[config.mk]
export PLATFORM = sky130hd
export DESIGN_NAME = bhs_ctrl
export DESIGN_NICKNAME = d
export VERILOG_FILES = /design/src/rtl/bhs_pkg.sv /design/src/rtl/bhs_beat_ctr.sv /design/src/rtl/bhs_snoop_trk.sv /design/src/rtl/bhs_ctrl.sv
export SDC_FILE = /design/constraint.sdc
export NUM_CORES = 1
export LEC_CHECK = 0
export BUFFER_PORTS_ARGS = -buffer_cell sky130_fd_sc_hd__buf_2
export CAP_MARGIN = 10
export CELL_PAD_IN_SITES_DETAIL_PLACEMENT = 0
export CELL_PAD_IN_SITES_GLOBAL_PLACEMENT = 1
export CORE_MARGIN = 2
export CORE_UTILIZATION = 37
export DETAILED_ROUTE_END_ITERATION = 8
export GPL_TIMING_DRIVEN = 0
export HOLD_SLACK_MARGIN = 0.15
export PLACE_DENSITY_LB_ADDON = 0.3
export SYNTH_ARGS = -nofsm -noshare
export SYNTH_HDL_FRONTEND = slang
export SYNTH_SLANG_ARGS = --single-unit
[constraint.sdc]
create_clock -name clk -period 1.9 [get_ports clk]
set_input_delay 0.19 -clock clk [delete_from_list [all_inputs] [get_ports clk]]
set_output_delay 0.19 -clock clk [all_outputs]
set_load 0.03 [all_outputs]
[src/rtl/bhs_pkg.sv]
package bhs_pkg;
  typedef enum logic [2:0] {
    ST_IDLE  = 3'd0,
    ST_FILL  = 3'd1,
    ST_FETCH = 3'd2,
    ST_HELD  = 3'd3,
    ST_WB    = 3'd4
  } bhs_state_e;

  // word index after idx within a line of n words, wrapping to zero
  function automatic int unsigned next_idx(int unsigned idx, int unsigned n);
    return (idx + 1 >= n) ? 0 : idx + 1;
  endfunction

  function automatic logic is_last(int unsigned idx, int unsigned n);
    return idx == n - 1;
  endfunction
endpackage

[src/rtl/bhs_beat_ctr.sv]
module bhs_beat_ctr #(
  parameter int unsigned BEATS  = 4,
  localparam int unsigned WORD_W = $clog2(BEATS)
) (
  input  logic              clk,
  input  logic              rst_n,
  input  logic              clear_i,
  input  logic              adv_i,
  output logic [WORD_W-1:0] idx_o,
  output logic              last_o
);
  logic [WORD_W-1:0] idx_q;

  always_ff @(posedge clk) begin
    if (!rst_n || clear_i) idx_q <= '0;
    else if (adv_i)        idx_q <= WORD_W'(bhs_pkg::next_idx(32'(idx_q), BEATS));
  end

  assign idx_o  = idx_q;
  assign last_o = bhs_pkg::is_last(32'(idx_q), BEATS);

  // each accepted beat moves exactly one word forward
  a_r6_beat_step: assert property (@(posedge clk) disable iff (!rst_n)
    (adv_i && !clear_i && !last_o) |=> (idx_o == $past(idx_o) + WORD_W'(1)));
endmodule

[src/rtl/bhs_snoop_trk.sv]
module bhs_snoop_trk #(
  parameter int unsigned LINE_W = 28
) (
  input  logic              clk,
  input  logic              rst_n,
  input  logic              window_i,
  input  logic              strobe_i,
  input  logic              hit_i,
  input  logic              dirty_i,
  input  logic              inval_i,
  input  logic [LINE_W-1:0] line_i,
  input  logic              wb_done_i,
  output logic              pend_o,
  output logic              kill_o,
  output logic [LINE_W-1:0] wb_line_o
);
  logic              pend_q;
  logic [LINE_W-1:0] line_q;
  logic              accept, dirty_hit;

  assign accept    = window_i && strobe_i && !pend_q;
  assign dirty_hit = accept && hit_i && dirty_i;

  always_ff @(posedge clk) begin
    if (!rst_n) begin
      pend_q <= 1'b0;
      line_q <= '0;
    end else if (dirty_hit) begin
      pend_q <= 1'b1;
      line_q <= line_i;
    end else if (wb_done_i) begin
      pend_q <= 1'b0;
    end
  end

  assign pend_o    = pend_q;
  assign kill_o    = accept && hit_i && inval_i;
  assign wb_line_o = line_q;

  a_r4_dirty_sets: assert property (@(posedge clk) disable iff (!rst_n)
    dirty_hit |=> pend_o);
  a_r4_clean_quiet: assert property (@(posedge clk) disable iff (!rst_n)
    (!pend_o && !dirty_hit) |=> !pend_o);
  a_r3_kill_in_window: assert property (@(posedge clk) disable iff (!rst_n)
    kill_o |-> window_i);
endmodule

[src/rtl/bhs_ctrl.sv]
module bhs_ctrl #(
  parameter int unsigned ADDR_W   = 32,
  parameter int unsigned BEATS    = 4,
  parameter int unsigned WORD_B   = 4,
  localparam int unsigned WORD_W  = $clog2(BEATS),
  localparam int unsigned LINE_W  = ADDR_W - $clog2(BEATS * WORD_B)
) (
  input  logic              clk,
  input  logic              rst_n,
  input  logic              bus_req_i,
  input  logic              xfer_rdy_i,
  input  logic              burst_rdy_i,
  input  logic              fill_req_i,
  input  logic [LINE_W-1:0] fill_line_i,
  input  logic              fetch_req_i,
  input  logic [LINE_W-1:0] fetch_line_i,
  input  logic              snp_strobe_i,
  input  logic              snp_inval_i,
  input  logic [LINE_W-1:0] snp_line_i,
  input  logic              snp_hit_i,
  input  logic              snp_dirty_i,
  output logic              bus_grant_o,
  output logic              mod_hit_o,
  output logic              line_kill_o,
  output logic              cyc_start_o,
  output logic              cacheable_o,
  output logic              write_o,
  output logic              last_xfer_o,
  output logic [LINE_W-1:0] line_o,
  output logic [WORD_W-1:0] word_o
);
  import bhs_pkg::*;

  bhs_state_e        st_q, st_d;
  logic              start_q, start_d;
  logic              grant_q;
  logic              resume_q, resume_d;
  logic [LINE_W-1:0] fill_line_q, fill_line_d;
  logic [LINE_W-1:0] fetch_line_q, fetch_line_d;
  logic [WORD_W-1:0] fetch_word_q, fetch_word_d;
  logic              beat_clr;

  // named internal events
  logic              rdy_ok;
  logic              burst_adv;
  logic              xfer_ok;
  logic              beat_last;
  logic              fetch_last;
  logic              wb_done;
  logic              snp_window;
  logic              wb_pend;
  logic [WORD_W-1:0] beat_idx;
  logic [LINE_W-1:0] wb_line;

  assign rdy_ok     = !start_q;
  assign burst_adv  = burst_rdy_i && rdy_ok && (st_q == ST_FILL || st_q == ST_WB);
  assign xfer_ok    = xfer_rdy_i && rdy_ok && (st_q == ST_FETCH);
  assign fetch_last = is_last(32'(fetch_word_q), BEATS);
  assign wb_done    = (st_q == ST_WB) && burst_adv && beat_last;
  assign snp_window = (st_q == ST_HELD) && grant_q;

  bhs_beat_ctr #(.BEATS(BEATS)) i_beat (
    .clk     (clk),
    .rst_n   (rst_n),
    .clear_i (beat_clr),
    .adv_i   (burst_adv),
    .idx_o   (beat_idx),
    .last_o  (beat_last)
  );

  bhs_snoop_trk #(.LINE_W(LINE_W)) i_snoop (
    .clk       (clk),
    .rst_n     (rst_n),
    .window_i  (snp_window),
    .strobe_i  (snp_strobe_i),
    .hit_i     (snp_hit_i),
    .dirty_i   (snp_dirty_i),
    .inval_i   (snp_inval_i),
    .line_i    (snp_line_i),
    .wb_done_i (wb_done),
    .pend_o    (wb_pend),
    .kill_o    (line_kill_o),
    .wb_line_o (wb_line)
  );

  always_comb begin
    st_d         = st_q;
    start_d      = 1'b0;
    beat_clr     = 1'b0;
    resume_d     = resume_q;
    fill_line_d  = fill_line_q;
    fetch_line_d = fetch_line_q;
    fetch_word_d = fetch_word_q;
    case (st_q)
      ST_IDLE: begin
        if (wb_pend) begin
          st_d = ST_WB; start_d = 1'b1; beat_clr = 1'b1;
        end else if (resume_q) begin
          st_d = ST_FETCH; start_d = 1'b1; resume_d = 1'b0;
        end else if (bus_req_i) begin
          st_d = ST_HELD;
        end else if (fill_req_i) begin
          st_d = ST_FILL; start_d = 1'b1; beat_clr = 1'b1;
          fill_line_d = fill_line_i;
        end else if (fetch_req_i) begin
          st_d = ST_FETCH; start_d = 1'b1;
          fetch_line_d = fetch_line_i;
          fetch_word_d = '0;
        end
      end
      ST_FILL: begin
        if (burst_adv && beat_last) st_d = bus_req_i ? ST_HELD : ST_IDLE;
      end
      ST_FETCH: begin
        if (xfer_ok) begin
          if (fetch_last) begin
            st_d = bus_req_i ? ST_HELD : ST_IDLE;
          end else begin
            fetch_word_d = WORD_W'(next_idx(32'(fetch_word_q), BEATS));
            if (bus_req_i) begin
              st_d = ST_HELD; resume_d = 1'b1;
            end else begin
              start_d = 1'b1;
            end
          end
        end
      end
      ST_HELD: begin
        if (!bus_req_i) st_d = ST_IDLE;
      end
      ST_WB: begin
        if (wb_done) st_d = ST_IDLE;
      end
      default: st_d = ST_IDLE;
    endcase
  end

  always_ff @(posedge clk) begin
    if (!rst_n) begin
      st_q         <= ST_IDLE;
      start_q      <= 1'b0;
      grant_q      <= 1'b0;
      resume_q     <= 1'b0;
      fill_line_q  <= '0;
      fetch_line_q <= '0;
      fetch_word_q <= '0;
    end else begin
      st_q         <= st_d;
      start_q      <= start_d;
      grant_q      <= bus_grant_o;
      resume_q     <= resume_d;
      fill_line_q  <= fill_line_d;
      fetch_line_q <= fetch_line_d;
      fetch_word_q <= fetch_word_d;
    end
  end

  // grant: held state, or a fetch transfer completing under a pending request
  assign bus_grant_o = (st_q == ST_HELD) || (xfer_ok && bus_req_i);
  assign mod_hit_o   = wb_pend;
  assign cyc_start_o = start_q;
  assign cacheable_o = (st_q == ST_FILL) || (st_q == ST_WB);
  assign write_o     = (st_q == ST_WB);
  assign last_xfer_o = (st_q == ST_FETCH) || (cacheable_o && beat_last);

  always_comb begin
    case (st_q)
      ST_FILL:  begin line_o = fill_line_q;  word_o = beat_idx;     end
      ST_WB:    begin line_o = wb_line;      word_o = beat_idx;     end
      ST_FETCH: begin line_o = fetch_line_q; word_o = fetch_word_q; end
      default:  begin line_o = '0;           word_o = '0;           end
    endcase
  end

  a_r1_fill_unbroken: assert property (@(posedge clk) disable iff (!rst_n)
    ($rose(bus_grant_o) && $past(st_q == ST_FILL)) |-> $past(burst_adv && beat_last));
  a_r2_release: assert property (@(posedge clk) disable iff (!rst_n)
    (st_q == ST_HELD && !bus_req_i) |=> !bus_grant_o);
  a_r9_no_start_granted: assert property (@(posedge clk) disable iff (!rst_n)
    bus_grant_o |-> !cyc_start_o);
  a_r5_wb_after_release: assert property (@(posedge clk) disable iff (!rst_n)
    (cyc_start_o && write_o) |-> (!$past(bus_grant_o) && mod_hit_o));
  a_r6_hitm_covers_wb: assert property (@(posedge clk) disable iff (!rst_n)
    write_o |-> mod_hit_o);
  a_r12_start_no_beat: assert property (@(posedge clk) disable iff (!rst_n)
    (cyc_start_o && cacheable_o) |=> (word_o == '0));
endmodule

Yosys cells after proc, flatten, opt, wreduce, memory -nomap -nowiden
Cells that the tools add are included.

Bits in read-only memories: 0. RAM bits: 0. Logic and storage cells: 114. Memories kept: 0. Bits in latches: 0. Bits in registers: 95.

Magnitude comparators: 2. $mul: 0. Equal/unequal tests: 19. Bitwise gates (word level): 4. Multiplexer cells: 46. Divide/modulo/power cells: 0. Shifts and indexed selects: 0. Reductions and logical operators: 31. Add/subtract/negate cells: 2.

Operators by type and width (count): $pmux 28 s3 (1); $mux 3 (11); $mux 2 (10); $mux 1 (19); $ne 2x2->1 const B (9); $logic_and 1x1->1 (15); $pmux 3 s5 (1); $reduce_and 6->1 (2); $reduce_and 5->1 (2); $pmux 2 s2 (2); $reduce_and 8->1 (1); $add 2x1->3 const B (2); $eq 3x2->1 const B (2); $ge 3x3->1 const B (2); $ne 6x5->1 const B (1); $eq 2x2->1 const B (2); $logic_or 1x1->1 (4); $ne 2x1->1 const B (2); $not 1->1 (4); $pmux 1 s2 (2); $reduce_bool 2->1 (2); $eq 3x1->1 const B (1); $eq 3x3->1 const B (1); $logic_not 1->1 (3); other kinds (3) (3).

Depth between registers and ports, before layout
Gate-level depths: netlist of run 1.

Depth in word-level cells: 7. Gate-level depth with buffers: 9.

By module
Synthesis of run 1 repeated with hierarchy kept, for this count alone.

Cell total of the unflattened synthesis: 561. Area total of the unflattened synthesis: 4377.9 um^2.

Modules (own cells, without submodules): bhs_ctrl (cells an instance 424, seq. area each 1281.2 um^2, area an instance 3101.7 um^2, instances 1); bhs_snoop_trk (cells an instance 127, seq. area each 580.6 um^2, area an instance 1167.4 um^2, instances 1); bhs_beat_ctr (cells an instance 10, seq. area each 40.0 um^2, area an instance 108.9 um^2, instances 1).

Least setup slack after synthesis of run 1
No wires, ideal clock.

Kind: flip-flop to output port. Start point: register st_q[1]. End point: output line_o[0]. Cell stages (with the launch flop): 6. Arrival time: 1.765 ns. Slack: -0.055 ns. Required time: 1.710 ns. Cells stage by stage: dfxtp_1 buf_2 nor2_1 clkbuf_1 a22oi_1 o21ai_0.

Cells in the longest elaborated chain, start to end: 2.

RTL lines: from (decl) (RTL line bhs_ctrl.sv:34) `bhs_state_e st_q, st_d;`; from (signal assigned) (RTL line bhs_ctrl.sv:148) `st_q <= st_d;`; $eq 3x2->1 (tied with other cells) (RTL line bhs_ctrl.sv:167) `case (st_q)`; $pmux 28 s3 * (RTL line bhs_ctrl.sv:167); to (decl) (RTL line bhs_ctrl.sv:29) `output logic [LINE_W-1:0] line_o,`.

Every way passes the cells marked *; elsewhere a longest branch is shown, timed or not.

Worst setup path in the final report of run 1
Start point: register st_q[0]. End point: output line_o[14].

The elaborated chain is that of the path after synthesis.

==> summary.txt, run 1 <==
Global route
  – First-pass GRT wire length: approximately 24000 um
  – GRT Total Usage: 24.3%
  – Initial antenna violation count: 0
  – Largest net degree at the start of global routing: 18
  – Vias in the first global route: around 4.7k
  – Grt ovf: 0

Layout
  – Area delta synth->final: 67.6%
  – Fin cells: ~940
  – Nets@finish: around 890
  – Fillers: 977
  – ANT cells: 0
  – Fin area: between 7000 and 8000 um^2
  – Layout cells sized above 1: 34.8%

Placement
  – Hpwl dp: between 9000 and 10000 um
  – I/O Buffers: 131
  – Routability-driven placement congestion ratio: 0.872
  – DP Area: between 5000 and 6000 um^2
  – Placed Cells: approximately 800
  – Pre-CTS setup slack: -0.344 ns

Detailed routing
  – Via/cell ratio: between 5 and 6
  – DR DRC count: 0
  – Drt first pass iters: 5
  – DRT iter0 DRCs: 218
  – Post-route ant nets: 0
  – Final wirelength: around 16000 um
  – Wire length per cell: approximately 17 um
  – Detailed-route via count: about 4.8k

Synthesis
  – Sequential element share of the synthesized area: approximately 44%
  – Synthesized flop and latch total: 95
  – Syn Area/Cell: ~8.0 um^2
  – Syn_nets: around 640
  – Ys flop type: dfxtp_1
  – Mapped Cells: between 500 and 600
  – Post-synthesis async set-or-reset flop share: 0%
  – Mapped Area: between 4000 and 5000 um^2
  – Count of cell types in the netlist: 42
  – Post-synth EDFFs: 0
  – Synth Warn #: 0

STA
  – Unrepaired setup endpoints after global routing: true
  – Relative slew margins: 58.6%
  – Slew Limit Fails: 0
  – Worst-margin pin slew: 0.621 ns
  – Max Clock Skew: 0.00694 ns
  – Min Tclk post-route: about 1.9 ns
  – Fin. Hold Viols: 0
  – Maximum clock frequency: around 520 MHz
  – Fin crit share: 102%
  – Final WS setup: -0.0381 ns
  – Final setup violation count: 20

Clocking
  – TritonCTS clock tree: done
  – Clock sinks: between 90 and 100
  – H-tree levels: 3
  – Worst skew pair latency: ~0.35 ns
  – CTS buffer count: 9
  – Max clock buf depth: 2
  – Root buffer cell: clkbuf_16
  – Reg clk slew, reported paths: approximately 0.070 ns

Setup path
  – Arr. time, crit path: 1.75 ns
  – Reg2Reg Depth: 6
  – Critical path peak fanout: 6
  – Critical path required time: between 1.5 and 2 ns
  – WS Path Type: reg -> out
  – Setup crit end kind: output pin
  – Worst Setup Start Kind: register

Min path
  – Worst Hold Depth: 3
  – HP Class: in -> reg

Power
  – Power density over the cells: 927 nW/um^2
  – Peak VDD IR: approximately 0.00071 V
  – Leak: approximately 0.0029 uW
  – Total power: roughly 6700 uW

Floorplanning
  – Die area: roughly 12000 um^2
  – Floorplan row count: 39
  – Die X: between 100 and 150 um
  – I/O Pins: about 130
  – Die Ht: about 110 um
  – Initial Util: a little under two fifths
  – CORE AREA: roughly 11000 um^2

Outcome
  – Outcome: complete, but fails checks
  – Failing checks: setup timing

Job
  – Max Cap Viol: 0
-- power breakdown --
group	leakage [uW]	internal [uW]	total [uW]	switching [uW]
logic	0.00198	1220	2640	1420
clock network	0.000139	946	1810	860
registers	0.000771	2130	2230	102
-- per-stage QoR --
step	hold slack, ns	util [%]	TNS, ns
2_1_floorplan	0.308	-	0
3_3_place_gp	0.426	45.1	-9.70
3_5_place_dp	0.434	45.1	-11.68
4_1_cts	0.221	59.2	-0.238
5_1_grt	0.264	63.4	-2.30
6_report	0.227	63.4	-0.393
-- Yosys cell counts (3+ instances only) --
| cell | count | share of area [%] |
|---|---|---|
| a21oi_1 | 64 | 7.5 |
| buf_2 | 5 | 0.58 |
| clkbuf_1 | 27 | 2.4 |
| nor2b_1 | 3 | 0.44 |
| a22oi_1 | 30 | 5.2 |
| inv_1 | 4 | 0.35 |
| buf_6 | 6 | 1.6 |
| nand2b_1 | 3 | 0.44 |
| a31oi_1 | 3 | 0.44 |
| o21ai_0 | 35 | 4.1 |
| dfxtp_1 | 95 | 44 |
| buf_4 | 4 | 0.70 |
| nor2_1 | 42 | 3.7 |
| mux2i_1 | 30 | 7.0 |
| ha_1 | 4 | 1.2 |
| nand2_1 | 145 | 13 |
| nor3_1 | 5 | 0.58 |
-- cell families after synthesis --
family                     count (synthesis)  share of synthesized area [%]
AOI/OAI and AO/OA                        142                           19.3
xor gates and xnor gates                   1                          0.204
adders and majority gates                  4                           1.16
buffers and inverters                     47                           5.91
DFF                                       95                           44.3
muxes                                     30                           6.99
and+or+nand+nor                          218                           22.2
-- worst max-delay path, stage by stage, from the launching register on --
cell and delay [ns]:
dfxtp_2 0.33, buf_6 0.11, buf_6 0.09, nor3b_4 0.21
buf_6 0.20, buf_6 0.15, nand2_1 0.07, o21ai_2 0.07
buf_6 0.16
-- path summary, 6_finish.rpt --
check / from / end / slack (ns)
max: st_q[0]$_SDFFE_PN0P_ / line_o[14] / -0.04
min: xfer_rdy_i / grant_q$_SDFF_PN0_ / 0.23
max reg2reg: st_q[0]$_SDFFE_PN0P_ / st_q[1]$_SDFFE_PN0P_ / 0.07
min reg2reg: fetch_line_q[20]$_SDFFE_PN0P_ / fetch_line_q[20]$_SDFFE_PN0P_ / 0.46
-- cell usage in the layout, fill, tap and decap left out, types with 3 or more instances in the layout --
master	count
nand2_4	5
o21ai_0	4
clkbuf_1	11
dlygate4sd3_1	85
inv_1	3
clkbuf_8	4
clkbuf_2	5
nand2b_1	3
buf_6	34
ha_1	4
dfxtp_2	3
nand2_2	18
a22oi_1	22
buf_8	8
nor3_1	3
dfxtp_1	91
a22oi_2	8
nand2_1	122
buf_4	27
inv_8	3
o21ai_4	5
a31oi_1	3
buf_2	103
o21ai_1	7
clkbuf_16	14
nor2_1	41
a21oi_1	64
o21ai_2	19
mux2i_1	30
-- per-layer routing --
layer | track usage [%] | routed length (um) | up-vias
met5 | 0 | 0 | -
met4 | 4.77 | 213 | 0
met3 | 5.28 | 958 | 16
met2 | 42.7 | 7760 | 159
met1 | 30.8 | 6740 | 2250
li1 | - | - | 2357
-- layout make-up --
cell class | instances | area (um^2) | area share (%)
multi-input combinational | 395 | 2440 | 33.9
sequential | 95 | 1910 | 26.5
clock inverter | 6 | 51.3 | 0.712
tap | 143 | 179 | 2.48
timing repair buffer | 243 | 1940 | 26.9
buffer | 42 | 419 | 5.82
inverter | 4 | 22.5 | 0.313
clock buffer | 10 | 239 | 3.32
-- flip-flops by register name, indices dropped and copies added, names as in the netlist --
| name | flops |
|---|---|
| fill_line_q | 28 |
| grant_q | 1 |
| i_snoop.wb_line_o | 28 |
| cyc_start_o | 1 |
| fetch_line_q | 28 |
| i_snoop.pend_o | 1 |
| i_beat.idx_o | 2 |
| st_q | 3 |
| fetch_word_q | 2 |
| resume_q | 1 |
-- timing repair --
item	4_1_cts	5_1_grt
setup buffers	10	11
setup endpoints to repair	73	82
cloned	4	3
gates resized for setup	98	107
endpoints found under the hold margin	86	0
hold buffers	85	0
pin swaps	3	23
(Power assumes the default switching activity.)
==> run 2: changes to the inputs <==
Settings changed: SYNTH_HIERARCHICAL from default to 1.
==> summary.txt, run 2 <==
Outcome
  – Outcome: complete, but fails checks (unchanged)
  – Failing checks: setup timing (unchanged)

STA
  – Maximum clock frequency: 511 MHz (was 516 MHz)
  – Relative slew margins: 63.7% (was 58.6%)
  – Final setup TNS: -0.195 ns (was -0.393 ns)
  – Min Tclk post-route: 1.96 ns (was 1.94 ns)
  – Unrepaired setup endpoints after global routing: true (unchanged)
  – Fin crit share: 103% (was 102%)
  – Final setup violation count: 8 (was 20)
  – Final WS setup: -0.0568 ns (was -0.0381 ns)
  – Slew Limit Fails: 0 (unchanged)
  – Max Clock Skew: 0.00709 ns (was 0.00694 ns)
  – Fin. Hold Viols: 0 (unchanged)
  – Worst-margin pin slew: 0.544 ns (was 0.621 ns)

Synthesis
  – Top cell type's share of synthesized area: 43.4% (was 44.3%)
  – Ys flop type: dfxtp_1 (unchanged)
  – Cell taking the most area after synthesis: dfxtp_1 (unchanged)
  – Post-synthesis async set-or-reset flop share: 0% (unchanged)
  – Count of cell types in the netlist: 46 (was 42)
  – Mapped Area: 4380 um^2 (was 4300 um^2)
  – Post-synth EDFFs: 0 (unchanged)
  – Synth Warn #: 6 (was 0)
  – Synthesized flop and latch total: 95 (unchanged)
  – Syn Area/Cell: 7.80 um^2 (was 8.00 um^2)
  – Sequential element share of the synthesized area: 43.4% (was 44.3%)
  – Most frequent cells after synthesis: nand2_1 (202), dfxtp_1 (95), a21oi_1 (63), a22oi_1 (31), mux2i_1 (29) (was nand2_1 (145), dfxtp_1 (95), a21oi_1 (64), nor2_1 (42), o21ai_0 (35))
  – Syn_nets: 659 (was 636)
  – Synth top area cells: dfxtp_1 (43%), nand2_1 (17%), a21oi_1 (7.2%) (was dfxtp_1 (44%), nand2_1 (13%), a21oi_1 (7.5%))
  – Most common cell in the netlist: nand2_1 (unchanged)
  – Mapped Cells: 561 (was 537)

Layout
  – Most common cell after layout, fill and taps aside: nand2_1 (unchanged)
  – Layout cells sized above 1: 33.6% (was 34.8%)
  – Nets@finish: 908 (was 889)
  – Fin cells: 958 (was 938)
  – Fin util: 63.5% (was 63.4%)
  – ANT cells: 0 (unchanged)
  – Area delta synth->final: 66.4% (was 67.6%)
  – Commonest cells after routing, fill and taps aside: nand2_1 (183), buf_2 (100), dfxtp_1 (92) (was nand2_1 (122), buf_2 (103), dfxtp_1 (91))

Min path
  – Worst Hold Launch: rst_n (was xfer_rdy_i)
  – Hold Path Sink: i_beat/idx_o[0]$_SDFFE_PP0P_ (was grant_q$_SDFF_PN0_)
  – Worst Hold Depth: 3 (unchanged)
  – HP Class: in -> reg (unchanged)

Setup path
  – Delay-heaviest family, CP: buffers and inverters (unchanged)
  – WS Path Type: reg -> out (unchanged)
  – Cell chain of the critical path: buf_6 > nor2b_4 > buf_12 > clkbuf_16 > a22oi_2 > o21ai_1 > buf_4 (was buf_6 > buf_6 > nor3b_4 > buf_6 > buf_6 > nand2_1 > o21ai_2 > buf_6)
  – Arr. time, crit path: 1.77 ns (was 1.75 ns)
  – Reg2Reg Depth: 8 (was 6)
  – Worst path buffer plus inverter count: 4 (was 5)
  – CP Depth: 7 (was 8)
  – Worst r2r src: st_q[2]$_SDFFE_PN0P_ (was st_q[0]$_SDFFE_PN0P_)
  – Critical path peak fanout: 7 (was 6)
  – Worst Setup Start Kind: register (unchanged)
  – Worst path max stage delay: 0.33 ns (about the same)
  – Critical path required time: 1.71 ns (about the same)
  – Crit path max-delay cell type: dfxtp_2 (unchanged)
  – R2r setup slk: 0.06 ns (was 0.07 ns)
  – Reg-to-Reg End: i_snoop/wb_line_o[11]$_SDFFE_PN0P_ (was st_q[1]$_SDFFE_PN0P_)
  – Setup crit end kind: output pin (unchanged)

Power
  – Clock group share of total power: 29.3% (was 27.1%)
  – Leak: 0.00290 uW (was 0.00289 uW)
  – Internal Dissipation: 4360 uW (was 4290 uW)
  – NetSw: 2030 uW (was 2390 uW)
  – Power density over the cells: 877 nW/um^2 (was 927 nW/um^2)
  – Total power: 6390 uW (was 6680 uW)
  – Switching Share: 31.8% (was 35.7%)
  – Combinational Power Share: 35.6% (was 39.6%)
  – Sequential Power Share: 35.1% (was 33.4%)
  – Peak VDD IR: 0.000621 V (was 0.000706 V)

Detailed routing
  – DR DRC count: 0 (unchanged)
  – Via/cell ratio: 5.02 (was 5.10)
  – Wire length per cell: 16.0 um (was 16.7 um)
  – Final wirelength: 15300 um (was 15700 um)
  – Post-route ant nets: 0 (unchanged)
  – DRT iter0 DRCs: 289 (was 218)
  – Drt first pass iters: 5 (unchanged)
  – Detailed-route via count: 4805 (was 4782)

Floorplanning
  – I/O Pins: 132 (unchanged)
  – CORE AREA: 11500 um^2 (was 11400 um^2)
  – Floorplan row count: 39 (unchanged)
  – Initial Util: 38.2% (was 37.8%)
  – Die area: 12700 um^2 (was 12500 um^2)
  – Die X: 113 um (was 112 um)
  – Die Ht: 113 um (was 112 um)

Placement
  – I/O Buffers: 131 (unchanged)
  – Hpwl dp: 10300 um (was 9760 um)
  – Placed Cells: 835 (was 811)
  – Routability-driven placement congestion ratio: 0.920 (was 0.872)
  – Pre-CTS setup slack: -0.401 ns (was -0.344 ns)

Clocking
  – Clock sinks: 95 (unchanged)
  – Worst skew pair latency: 0.34 ns (was 0.35 ns)
  – Max clock buf depth: 2 (unchanged)
  – CTS buffer count: 9 (unchanged)
  – TritonCTS clock tree: done (unchanged)
  – H-tree levels: 3 (unchanged)
  – Root buffer cell: clkbuf_16 (unchanged)
  – Reg clk slew, reported paths: 0.07 ns (about the same)

Global route
  – Vias in the first global route: 4616 (was 4651)
  – Initial antenna violation count: 0 (unchanged)
  – First-pass GRT wire length: 23500 um (was 23800 um)
  – Grt ovf: 0 (unchanged)
  – GRT Total Usage: 23.2% (was 24.3%)
  – Largest net degree at the start of global routing: 16 (was 18)

Job
  – Max Cap Viol: 0 (unchanged)
-- run 2: how the worst max path moves through the flow --
| stage | start | endpoint | slack, ns |
|---|---|---|---|
| final | st_q[1]$_SDFFE_PN0P_ | line_o[13] | -0.06 |
| after global routing | st_q[1]$_SDFFE_PN0P_ | line_o[13] | -0.08 |
| after CTS | st_q[1]$_SDFFE_PN0P_ | line_o[12] | -0.05 |
| after detailed placement | st_q[1]$_SDFFE_PN0P_ | line_o[18] | -0.40 |
| after global placement | st_q[1]$_SDFFE_PN0P_ | line_o[18] | -0.42 |
| after floorplan | st_q[1]$_SDFFE_PN0P_ | line_o[11] | 0.002 |
-- run 2: layout make-up --
class,count,area (um^2)
inverters,5,26.3
multi-input cells,418,2510
repair buffers,240,1930
well taps,143,179
flip-flops and latches,95,1910
clock buffers,12,256
clock inverters,4,52.6
plain buffers,41,415
fillers,977,4180
-- run 2: cells by family after synthesis --
| kind of cell | share of synthesized area [%] |
|---|---|
| AOI/OAI and AO/OA | 18.6 |
| xor gates and xnor gates | 0.200 |
| adders and majority gates | 0.857 |
| buffers and inverters | 5.83 |
| DFF | 43.4 |
| muxes | 6.63 |
| and+or+nand+nor | 24.4 |
-- run 2: per-stage QoR --
step / area (um^2) / hold WS, ns
floorplan: 4380 / 0.326
detailed placement: 5210 / 0.436
CTS: 6910 / 0.229
global placement: 5210 / 0.434
global route: 7290 / 0.244
finish: 7290 / 0.247
-- run 2: power by group through the flow --
stage,combinational [uW],clock [uW],sequential [uW]
after floorplan,954,0,2250
after global placement,1400,0,2260
after detailed placement,1410,0,2260
after CTS,2060,1900,2240
after global routing,2430,1970,2260
final,2270,1880,2240
-- run 2: repair_timing --
| item | CTS | global route |
|---|---|---|
| hold buffers | 84 | 0 |
| gates resized for setup | 115 | 72 |
| gates cloned | 3 | 4 |
| setup buffers | 10 | 8 |
| setup endpoints to repair | 96 | 79 |
| pin swaps | 23 | 9 |
| hold endpoints to repair | 84 | 0 |
-- run 2: worst min-delay path: cells and delay by family --
family / cells / cell delay, ns
AO/OA/AOI/OAI: 1 / 0.04
buffers and inverters: 1 / 0.17
AND/OR/NAND/NOR: 1 / 0.14
-- run 2: routing by layer --
metal  vias to the layer above  global-route usage (%)  routed length [um]
met5                         -                       0                   0
met4                         0                    5.69                 224
met3                        16                    3.59                 609
met2                       140                    38.2                7150
met1                      2235                    32.2                7340
li1                       2414                       -                   -
==> run 3: changes to the inputs <==
Settings changed: CORE_ASPECT_RATIO from default to 0.8.
==> summary.txt, run 3 (synthesis gave the netlist of run 2 again) <==
Outcome
  – Outcome: complete, but fails checks (unchanged)
  – Failing checks: setup timing (unchanged)

Clocking
  – Root buffer cell: clkbuf_16 (unchanged)
  – TritonCTS clock tree: done (unchanged)
  – CTS buffer count: 9 (unchanged)
  – H-tree levels: 3 (unchanged)
  – Reg clk slew, reported paths: 0.07 ns (about the same)
  – Clock sinks: 95 (unchanged)
  – Max clock buf depth: 2 (unchanged)
  – Worst skew pair latency: 0.35 ns (was 0.34 ns)

Layout
  – Fin area: 7440 um^2 (was 7290 um^2)
  – Nets@finish: 913 (was 908)
  – ANT cells: 0 (unchanged)
  – Fin util: 64.6% (was 63.5%)
  – Most common cell after layout, fill and taps aside: nand2_1 (unchanged)
  – Layout cells sized above 1: 37.0% (was 33.6%)
  – Area delta synth->final: 70.0% (was 66.4%)
  – Commonest cells after routing, fill and taps aside: nand2_1 (177), buf_2 (101), dfxtp_1 (92) (was nand2_1 (183), buf_2 (100), dfxtp_1 (92))

Setup path
  – Arr. time, crit path: 1.79 ns (was 1.77 ns)
  – Crit-path most repeated cell: buf_6
  – WS Path Type: reg -> out (unchanged)
  – Critical path required time: 1.71 ns (about the same)
  – Worst Setup Start Kind: register (unchanged)
  – Critical path peak fanout: 10 (was 7)
  – Worst path max stage delay: 0.34 ns (was 0.33 ns)
  – Crit path max-delay cell type: dfxtp_4 (was dfxtp_2)
  – Setup crit end kind: output pin (unchanged)
  – Cell chain of the critical path: buf_4 > nor2b_2 > buf_6 > clkbuf_16 > a22oi_1 > o21ai_2 > buf_6 (was buf_6 > nor2b_4 > buf_12 > clkbuf_16 > a22oi_2 > o21ai_1 > buf_4)

Floorplanning
  – CORE AREA: 11500 um^2 (about the same)
  – Initial Util: 38.0% (was 38.2%)
  – Die area: 12700 um^2 (about the same)
  – Die Ht: 101 um (was 113 um)
  – Floorplan row count: 35 (was 39)
  – Die X: 126 um (was 113 um)
  – I/O Pins: 132 (unchanged)

Power
  – Leak: 0.00300 uW (was 0.00290 uW)
  – Total power: 6550 uW (was 6390 uW)
  – Peak VDD IR: 0.000417 V (was 0.000621 V)
  – Power density over the cells: 881 nW/um^2 (was 877 nW/um^2)

Placement
  – Pre-CTS setup slack: -0.369 ns (was -0.401 ns)
  – Hpwl dp: 10600 um (was 10300 um)
  – I/O Buffers: 131 (unchanged)
  – DP Area: 5220 um^2 (was 5210 um^2)
  – Routability-driven placement congestion ratio: 0.945 (was 0.920)

Min path
  – HP Class: in -> reg (unchanged)

STA
  – Max Clock Skew: 0.00506 ns (was 0.00709 ns)
  – Relative slew margins: 52.2% (was 63.7%)
  – Final setup violation count: 30 (was 8)
  – Fin. Hold Viols: 0 (unchanged)
  – Unrepaired setup endpoints after global routing: true (unchanged)
  – Worst-margin pin slew: 0.717 ns (was 0.544 ns)
  – Final setup TNS: -1.13 ns (was -0.195 ns)
  – Min Tclk post-route: 1.98 ns (was 1.96 ns)
  – Final WS setup: -0.0833 ns (was -0.0568 ns)
  – Maximum clock frequency: 504 MHz (was 511 MHz)
  – Fin crit share: 104% (was 103%)
  – Slew Limit Fails: 0 (unchanged)

Global route
  – GRT Total Usage: 23.7% (was 23.2%)
  – Grt ovf: 0 (unchanged)
  – Vias in the first global route: 4615 (was 4616)
  – First-pass GRT wire length: 23400 um (was 23500 um)
  – Initial antenna violation count: 0 (unchanged)
  – Largest net degree at the start of global routing: 17 (was 16)

Detailed routing
  – Detailed-route via count: 4849 (was 4805)
  – Post-route ant nets: 0 (unchanged)
  – DRT iter0 DRCs: 321 (was 289)
  – Final wirelength: 15800 um (was 15300 um)
  – Wire length per cell: 16.3 um (was 16.0 um)
  – DR DRC count: 0 (unchanged)
  – Via/cell ratio: 5.01 (was 5.02)
  – Drt first pass iters: 5 (unchanged)

Job
  – Max Cap Viol: 0 (unchanged)
run 3: cell count changes in the layout (fill, tap and decap cells not counted), moves of 2 or more:
cell	change
clkbuf_16	-2
clkbuf_2	-2
o21ai_1	-13
nand2_1	-6
nand2_2	+3
nand2_4	+3
buf_4	-5
o21ai_4	-3
clkbuf_8	-2
o21ai_2	+16
buf_6	+12
run 3: final cells by class:
| type | instances | area [um^2] |
|---|---|---|
| tap | 148 | 185 |
| inverter | 5 | 22.5 |
| buffer | 42 | 422 |
| sequential | 95 | 1910 |
| clock inverter | 6 | 91.3 |
| timing repair buffer | 244 | 2000 |
| fill | 964 | 4080 |
| clock buffer | 10 | 239 |
| multi-input combinational | 418 | 2570 |
run 3: stage by stage:
step / cells / hold slack, ns
2_1_floorplan: 561 / 0.326
3_3_place_gp: 840 / 0.434
3_5_place_dp: 840 / 0.436
4_1_cts: 957 / 0.226
5_1_grt: 968 / 0.247
6_report: 968 / 0.248
run 3: worst max-delay path: cells and delay by family, from the launching register on:
kind	cells	cell delay, ns
buffers and inverters	4	0.65
flip-flops	1	0.34
AO/OA/AOI/OAI	2	0.30
AND/OR/NAND/NOR	1	0.16
run 3: timing repair:
| action | CTS | global route |
|---|---|---|
| gates resized for setup | 131 | 96 |
| setup buffers | 14 | 10 |
| hold endpoints to repair | 84 | 0 |
| setup endpoints to repair | 73 | 79 |
| hold buffers | 84 | 0 |
| pin swaps | 11 | 18 |
| cloned | 3 | 2 |
run 3: routing by layer:
| metal | global-route usage (%) | part of all wire (%) | vias to the layer above |
|---|---|---|---|
| met5 | 0 | 0 | - |
| met4 | 5.47 | 1.3 | 0 |
| met3 | 5.49 | 5.8 | 21 |
| met2 | 38.7 | 46 | 162 |
| met1 | 32.2 | 47 | 2234 |
| li1 | - | - | 2432 |
run 3: final timing paths:
check | start | to | slack (ns) | cells after the start
min reg2reg | fetch_line_q[2]$_SDFFE_PN0P_ | fetch_line_q[2]$_SDFFE_PN0P_ | 0.46 | 2
max | st_q[1]$_SDFFE_PN0P_ | word_o[0] | -0.08 | 7
max reg2reg | st_q[1]$_SDFFE_PN0P_ | fetch_word_q[1]$_SDFFE_PN0P_ | 0.02 | 9
min | rst_n | st_q[2]$_SDFFE_PN0P_ | 0.25 | 3
run 3: power by group:
part,internal (uW),switching (uW),total [uW]
Sequential,2140,112,2250
Clock,1200,810,2010
Combinational,1130,1160,2300
